### src/rtl/wcs_pkg.sv
package wcs_pkg;

  typedef enum logic [1:0] {
    ST_IDLE   = 2'd0,
    ST_POLL   = 2'd1,
    ST_SETTLE = 2'd2,
    ST_CHECK  = 2'd3
  } wcs_state_e;

  typedef enum logic {
    MODE_DPOLL  = 1'b0,
    MODE_TOGGLE = 1'b1
  } wcs_mode_e;

  // status bit comparison for inverted-data polling
  function automatic logic dpoll_done(input logic erase, input logic exp_msb,
                                      input logic got_msb);
    return erase ? got_msb : (got_msb == exp_msb);
  endfunction

  // toggling bit has stopped when two reads in a row agree
  function automatic logic toggle_done(input logic prev_vld, input logic prev_bit,
                                       input logic got_bit);
    return prev_vld && (prev_bit == got_bit);
  endfunction

endpackage

### src/rtl/wcs_judge.sv
module wcs_judge
  import wcs_pkg::*;
#(
  parameter int DATA_W = 8
) (
  input  wcs_mode_e         mode,
  input  logic              erase,
  input  logic [DATA_W-1:0] exp_q,
  input  logic [DATA_W-1:0] rd_data,
  input  logic              prev_vld,
  input  logic              prev_bit,
  output logic              complete,
  output logic              byte_match
);
  localparam int DP_BIT = DATA_W - 1;
  localparam int TG_BIT = DATA_W - 2;

  always_comb begin
    if (mode == MODE_TOGGLE)
      complete = toggle_done(prev_vld, prev_bit, rd_data[TG_BIT]);
    else
      complete = dpoll_done(erase, exp_q[DP_BIT], rd_data[DP_BIT]);
    byte_match = (rd_data == exp_q);
  end
endmodule

### src/rtl/wcs_cycle_cnt.sv
module wcs_cycle_cnt #(
  parameter int W = 16
) (
  input  logic         clk,
  input  logic         rst_n,
  input  logic         clr,
  input  logic         run,
  input  logic [W-1:0] limit,
  output logic         reached
);
  localparam logic [W-1:0] CNT_MAX = {W{1'b1}};

  logic [W-1:0] cnt;

  always_ff @(posedge clk) begin
    if (!rst_n)
      cnt <= '0;
    else if (clr)
      cnt <= '0;
    else if (run && (cnt != CNT_MAX))
      cnt <= cnt + 1'b1;
  end

  assign reached = run && (cnt >= limit);
endmodule

### src/rtl/wcs_poller.sv
module wcs_poller
  import wcs_pkg::*;
#(
  parameter int DATA_W = 8,
  parameter int TMO_W  = 16,
  parameter int SET_W  = 8
) (
  input  logic              clk,
  input  logic              rst_n,
  input  logic              start,
  input  logic              poll_toggle,
  input  logic              op_erase,
  input  logic [DATA_W-1:0] exp_data,
  input  logic [TMO_W-1:0]  tmo_limit,
  input  logic [SET_W-1:0]  settle_limit,
  output logic              rd_req,
  input  logic              rd_valid,
  input  logic [DATA_W-1:0] rd_data,
  output logic              done,
  output logic              fail
);
  localparam int TG_BIT = DATA_W - 2;
  localparam int CHK_W  = 2;

  wcs_state_e        st, st_nx;
  wcs_mode_e         mode_q;
  logic              erase_q;
  logic [DATA_W-1:0] exp_q;
  logic              prev_vld, prev_bit;
  logic [CHK_W-1:0]  chk_idx;
  logic              done_q, fail_q;

  // named internal events
  logic busy, accept, poll_hit, settle_exp, tmo_hit;
  logic chk_ok, chk_bad, done_now, reject, fail_now;
  logic complete, byte_match;

  assign busy   = (st != ST_IDLE);
  assign accept = (st == ST_IDLE) && start;
  assign rd_req = (st == ST_POLL) || (st == ST_CHECK);

  wcs_judge #(.DATA_W(DATA_W)) u_judge (
    .mode       (mode_q),
    .erase      (erase_q),
    .exp_q      (exp_q),
    .rd_data    (rd_data),
    .prev_vld   (prev_vld),
    .prev_bit   (prev_bit),
    .complete   (complete),
    .byte_match (byte_match)
  );

  wcs_cycle_cnt #(.W(TMO_W)) u_tmo (
    .clk     (clk),
    .rst_n   (rst_n),
    .clr     (accept),
    .run     (busy),
    .limit   (tmo_limit),
    .reached (tmo_hit)
  );

  wcs_cycle_cnt #(.W(SET_W)) u_settle (
    .clk     (clk),
    .rst_n   (rst_n),
    .clr     (poll_hit),
    .run     (st == ST_SETTLE),
    .limit   (settle_limit),
    .reached (settle_exp)
  );

  assign poll_hit = (st == ST_POLL) && rd_valid && complete;
  assign chk_ok   = (st == ST_CHECK) && rd_valid && byte_match;
  assign chk_bad  = (st == ST_CHECK) && rd_valid && !byte_match;
  // a match on the first confirm read only advances; verify and last confirm finish
  assign done_now = chk_ok && (chk_idx != 2'd1);
  assign reject   = chk_bad && (chk_idx != 2'd0);
  assign fail_now = reject || (tmo_hit && !done_now);

  always_comb begin
    st_nx = st;
    unique case (st)
      ST_IDLE:   if (start)      st_nx = ST_POLL;
      ST_POLL:   if (poll_hit)   st_nx = ST_SETTLE;
      ST_SETTLE: if (settle_exp) st_nx = ST_CHECK;
      ST_CHECK:  st_nx = ST_CHECK;
      default:   st_nx = ST_IDLE;
    endcase
    if (done_now || fail_now) st_nx = ST_IDLE;
  end

  always_ff @(posedge clk) begin
    if (!rst_n) begin
      st       <= ST_IDLE;
      mode_q   <= MODE_DPOLL;
      erase_q  <= 1'b0;
      exp_q    <= '0;
      prev_vld <= 1'b0;
      prev_bit <= 1'b0;
      chk_idx  <= '0;
      done_q   <= 1'b0;
      fail_q   <= 1'b0;
    end else begin
      st     <= st_nx;
      done_q <= done_now;
      fail_q <= fail_now;
      if (accept) begin
        mode_q   <= poll_toggle ? MODE_TOGGLE : MODE_DPOLL;
        erase_q  <= op_erase;
        exp_q    <= exp_data;
        prev_vld <= 1'b0;
      end
      if ((st == ST_POLL) && rd_valid) begin
        prev_vld <= 1'b1;
        prev_bit <= rd_data[TG_BIT];
      end
      if (st == ST_SETTLE)
        chk_idx <= '0;
      else if ((st == ST_CHECK) && rd_valid)
        chk_idx <= chk_idx + 1'b1;
    end
  end

  assign done = done_q;
  assign fail = fail_q;
endmodule

### config.mk
export PLATFORM = sky130hd
export DESIGN_NAME = wcs_poller
export DESIGN_NICKNAME = d
export VERILOG_FILES = /design/src/rtl/wcs_pkg.sv /design/src/rtl/wcs_judge.sv /design/src/rtl/wcs_cycle_cnt.sv /design/src/rtl/wcs_poller.sv
export SDC_FILE = /design/constraint.sdc
export NUM_CORES = 1
export LEC_CHECK = 0
export BUFFER_PORTS_ARGS = -buffer_cell sky130_fd_sc_hd__buf_2
export CORE_MARGIN = 4
export CORE_UTILIZATION = 55
export DETAILED_ROUTE_END_ITERATION = 16
export PLACE_DENSITY = 0.89
export SYNTH_ARGS = -nofsm -noshare
export SYNTH_HDL_FRONTEND = slang
export SYNTH_HIERARCHICAL = 1
export SYNTH_SLANG_ARGS = --single-unit
### constraint.sdc
create_clock -name clk -period 2.9 [get_ports clk]
set_clock_uncertainty 0.1 [all_clocks]
set_input_delay 0.145 -clock clk [delete_from_list [all_inputs] [get_ports clk]]
set_output_delay 0.145 -clock clk [all_outputs]
set_load 0.02 [all_outputs]
== Word-level counts from Yosys, hierarchy flattened ==
Cells that the tools add are included.
Storage, ports and cells
  register bits after elaboration: 42
  input port bits: 46
  output and inout bits: 3
  word-level logic and storage cells: 66
Cells by class
  add/subtract/negate cells: 3
  $lt $le $gt $ge: 2
  eq/ne operators: 12
  multiplexer cells: 9
  bitwise logic cells: 1
  reductions and logical operators: 28
Operator list (count)
  adder 16 x 1 -> 16 bit, second input constant: 1
  greater-or-equal comparator 16 bit: 1
  != test 16 bit, second input constant: 1
  logical AND 1 bit: 14
  adder 8 x 1 -> 8 bit, second input constant: 1
  equality test 8 bit: 1
  greater-or-equal comparator 8 bit: 1
  != test 8 bit, second input constant: 1
  case mux 2 bit (4 select lines): 1
  OR reduction 2 bit: 4
  2-to-1 mux 2 bit: 3
  != test 2 bit, second input constant: 3
  nonzero test 2 bit: 3
  2-to-1 mux 1 bit: 5
  equality test 2 bit, second input constant: 2
  logical OR 1 bit: 3
  AND reduction 3 bit: 1
  adder 2 x 1 -> 2 bit, second input constant: 1
  equality test 1 bit: 2
  equality test 2 x 1 -> 1 bit, second input constant: 1
  zero test 1 bit: 2
  zero test 2 bit: 1
  != test 2 x 1 -> 1 bit, second input constant: 1
  NOT 1 bit: 1

== Longest topological paths before layout ==
  depth in word-level cells: 9
  gate-level depth with buffers: 9
  depth with buffers taken out: 9

== By module ==
Netlist, hierarchy kept.
By module, submodules not included
  wcs_cycle_cnt at u_tmo: instances 1, cells an instance 147, area an instance 1192.4 um^2, sequential area each 320.3 um^2
  wcs_poller: instances 1, cells an instance 83, area an instance 843.3 um^2, sequential area each 360.3 um^2
  wcs_cycle_cnt at u_settle: instances 1, cells an instance 72, area an instance 581.8 um^2, sequential area each 160.2 um^2
  wcs_judge: instances 1, cells an instance 16, area an instance 131.4 um^2, sequential area each 0.0 um^2

== Worst setup path after synthesis ==
No wires, ideal clock.
  kind: register to register
  start point: register u_tmo.cnt[0]
  end point: register st[0]
  library setup time: 103 ps
  arrival: 1892 ps
  required time: 2697 ps
  slack: 805 ps
  cell stages (with the launch flop): 10
  buffers on the path: 0
  period minus slack after synthesis: 2095 ps
  path through: dfxtp_1 > inv_1 > ha_1 > nand2b_1 > a2111oi_0 > nor4_1 > nor3_1 > o41ai_1 > nand2b_1 > a2111oi_2
Between the ends
  word-level cells in the longest chain between the ends: 6
RTL lines
  start: declaration: RTL line wcs_cycle_cnt.sv:13  | logic [W-1:0] cnt;
  start signal: assignment: RTL line wcs_cycle_cnt.sv:21  | cnt <= cnt + 1'b1;
  greater-or-equal comparator 16 bit: RTL line wcs_cycle_cnt.sv:24  | assign reached = run && (cnt >= limit);
  logical AND 1 bit: RTL line wcs_cycle_cnt.sv:24
  named net tmo_hit: RTL line wcs_poller.sv:34  | logic busy, accept, poll_hit, settle_exp, tmo_hit;
  logical AND 1 bit: RTL line wcs_poller.sv:77  | assign fail_now = reject || (tmo_hit && !done_now);
  logical OR 1 bit: RTL line wcs_poller.sv:77
  logical OR 1 bit: RTL line wcs_poller.sv:88  | if (done_now || fail_now) st_nx = ST_IDLE;
  OR reduction 2 bit (no source line)
  end signal: assignment: RTL line wcs_poller.sv:103  | st <= st_nx;
  end: declaration: RTL line wcs_poller.sv:25  | wcs_state_e st, st_nx;
The timed path passes the listed nets, and every way through them passes these cells.
A chain may end at the register's enable or synchronous reset.

== Worst setup path in the final report ==
Ends and elaborated chain as after synthesis.

==> impl_metrics.ini <==
[place]
dp_hpwl_mm = 4.19
port_buffers = 48
place_area_sq_mm = 0.00302
gp_congestion = 0.843

[worst_setup_path]
critPathLaunchType = register
crit_chain = inv_1 > ha_1 > nand2b_1 > a2111oi_0 > nor4_1 > nor3_1 > o41ai_1 > nand2b_1 > a2111oi_2
cpPeakStageDelay_ns = 0.45
crit_path_start = u_tmo/cnt[0]
crit_path_end_kind = register
reg2reg_slack_ns = 0.50
crit_top_cell = nand2b_1
arrival_ns = 2.49
r2r-start = u_tmo/cnt[0]
slowest_stage = a2111oi_0
worstPathRequired_ns = 2.99
crit_type = reg -> reg
critPathMaxFanout = 4
reg2reg_depth = 9
worstReg2RegEnd = st[0]

[global_routing]
grt_max_degree = 20
gr-total-overflow = 0
grt_usage = 0.184
grt_pass1_wl_mm = 9.36
antenna_found_initial = 0
grt_pass1_vias = 2284

[timing]
finalMaxSlewViolations = 0
slew-limit-headroom = 0.593
fin_setup_tns_ns = 0
clock.fmax_mhz = 417
hold_viol = 0
worst_pin_slew_ns = 0.610
rsz0062_at_grt = no
min_period_ns = 2.40
finalSetupViolCount = 0
finalCritPeriodShare = 0.826
whs_ns = 0.0107

[cells_and_area]
seqCellArea_sq_um = 841
stdcell_area_sq_mm = 0.00313
final_nets = 439
multi_input_area_sq_mm = 0.00170
antenna-diode-count = 0
fill_cells = 407
drive_gt1_frac = 0.205
syn_to_final_growth_pct = 13.8

[yosys]
synth-seq-cells = 42
synth.most_common_cell = dfxtp_1
ys_seq_area_frac = 0.306
synth_common_cells = dfxtp_1 (42), inv_1 (35), nor2_1 (30)
synthArstFlopShare = 0
netlist_area_sq_mm = 0.00275
synthCells = 318
synth_top_area_cell = dfxtp_1
yosys.area.top_type_share = 0.306
syn_area_per_cell_sq_um = 8.64
synth_flop_cell = dfxtp_1
ys_warn_count = 6
syn-num-nets = 392
synthDistinctLibCells = 55
synth_edf_count = 0
synth_area_leaders = dfxtp_1 (31%), ha_1 (13%), mux2i_1 (5.8%), xnor2_1 (5.1%), inv_1 (4.8%)

[clock_network]
clk_latency_ns = 0.29
cts_tree = done
cts_buffers = 5
htreeDepth = 2
clk_pin_slew_ns = 0.08
cts_buffer_depth = 2
cts_resized = 0
cts_hold_buf = 0
cts_root_buffer = clkbuf_8
cts.sinks = 42
cts_setup_buffers = 0

[detailed_routing]
viasPerCell = 5.30
antenna_left = 0
firstDrtPassIters = 4
vias = 2288
drc = 0
wl_per_cell_microns = 12.2
finalWirelength_mm = 5.26
drt_iter0_markers = 97

[floorplanning]
core_sq_mm = 0.00479
die_width_microns = 78.7
start_util = 0.574
fp-row-count = 25
io_pins = 49
fp.dieArea_sq_mm = 0.00619
die_h_microns = 78.7

[hold_path]
holdPathEnd = erase_q
hp-start = op_erase
min_path_cells = 3
hp-class = in -> reg

[power]
power.total_uw = 1270
peakVddDrop_v = 0.000309
leakage_uw = 0.00137
power_density_mw_per_mm2 = 406

[run_status]
outcome = finished clean

[flow_run]
drv_cap = 0
-- worst max path at each step --
stage	end	slack [ns]	cells after the start
global route	st[0]	0.34	9
floorplan	st[0]	0.80	9
global placement	st[0]	0.56	9
detailed placement	st[0]	0.50	9
CTS	st[0]	0.48	9
finish	st[0]	0.50	9
-- worst max-delay path: cells and delay by family, from the launching register on --
| family | cells | cell delay, ns |
|---|---|---|
| simple gates | 4 | 0.64 |
| fa+ha+maj | 1 | 0.26 |
| flops | 1 | 0.37 |
| compound gates | 3 | 0.85 |
| buf+inv | 1 | 0.08 |
-- cell type report --
type / count / area share
Clock inverter: 1 / 0.00960
Sequential cell: 42 / 0.269
Multi-Input combinational cell: 231 / 0.545
Inverter: 35 / 0.0420
Clock buffer: 6 / 0.0264
Timing Repair Buffer: 50 / 0.0816
Tap cell: 67 / 0.0268
-- cells by family after synthesis --
| family | after synthesis | synth area share |
|---|---|---|
| AOI/OAI and AO/OA | 54 | 0.139 |
| xor gates and xnor gates | 23 | 0.0760 |
| adders and majority gates | 28 | 0.127 |
| buffers and inverters | 45 | 0.0742 |
| DFF | 42 | 0.306 |
| muxes | 16 | 0.0583 |
| and+or+nand+nor | 110 | 0.219 |
-- through the flow --
stage | cells | util | setup slack [ns]
CTS | 432 | 0.654 | 0.481
floorplan | 318 | - | 0.805
global route | 432 | 0.654 | 0.343
finish | 432 | 0.654 | 0.504
global placement | 425 | 0.630 | 0.561
detailed placement | 425 | 0.630 | 0.495
-- state kept, by name (all words and copies together), names as in the netlist --
signal        count
mode_q            1
st                2
exp_q             8
prev_vld          1
fail              1
u_tmo/cnt        16
chk_idx           2
u_settle/cnt      8
prev_bit          1
done              1
erase_q           1
-- layout by cell type (no fill, tap or decap), types with 2 or more instances in the layout --
master,synthesis,routed
a2111oi_0,2,2
a211oi_1,5,5
a21oi_1,11,11
a41oi_1,3,3
and4_1,2,2
buf_2,0,48
buf_4,0,2
clkbuf_8,0,6
dfxtp_1,42,42
ha_1,28,28
inv_1,35,35
mux2i_1,16,16
nand2_1,14,14
nand2b_1,5,5
nand3_1,14,14
nand4_1,3,3
nor2_1,30,30
nor2b_1,13,13
nor3_1,11,11
nor4_1,2,2
o211ai_1,5,5
o21a_1,5,5
o21ai_0,8,8
o21ai_1,2,2
o21ai_2,3,3
or2_2,2,2
xnor2_1,16,16
xor2_1,6,6
-- power breakdown --
part | internal, uW | leakage, uW | switching, uW
registers | 595 | 0.000341 | 16.2
logic | 94.5 | 0.000976 | 95.1
clock network | 275 | 0.0000573 | 192
-- routing by layer --
| metal | global-route usage | wire length, microns | vias to the layer above |
|---|---|---|---|
| li1 | - | - | 1194 |
| met1 | 0.221 | 2420 | 1033 |
| met2 | 0.313 | 2460 | 54 |
| met3 | 0.0454 | 297 | 7 |
| met4 | 0.0734 | 75 | 0 |
| met5 | 0 | 0 | - |
Power figures use the tool's default switching activity.
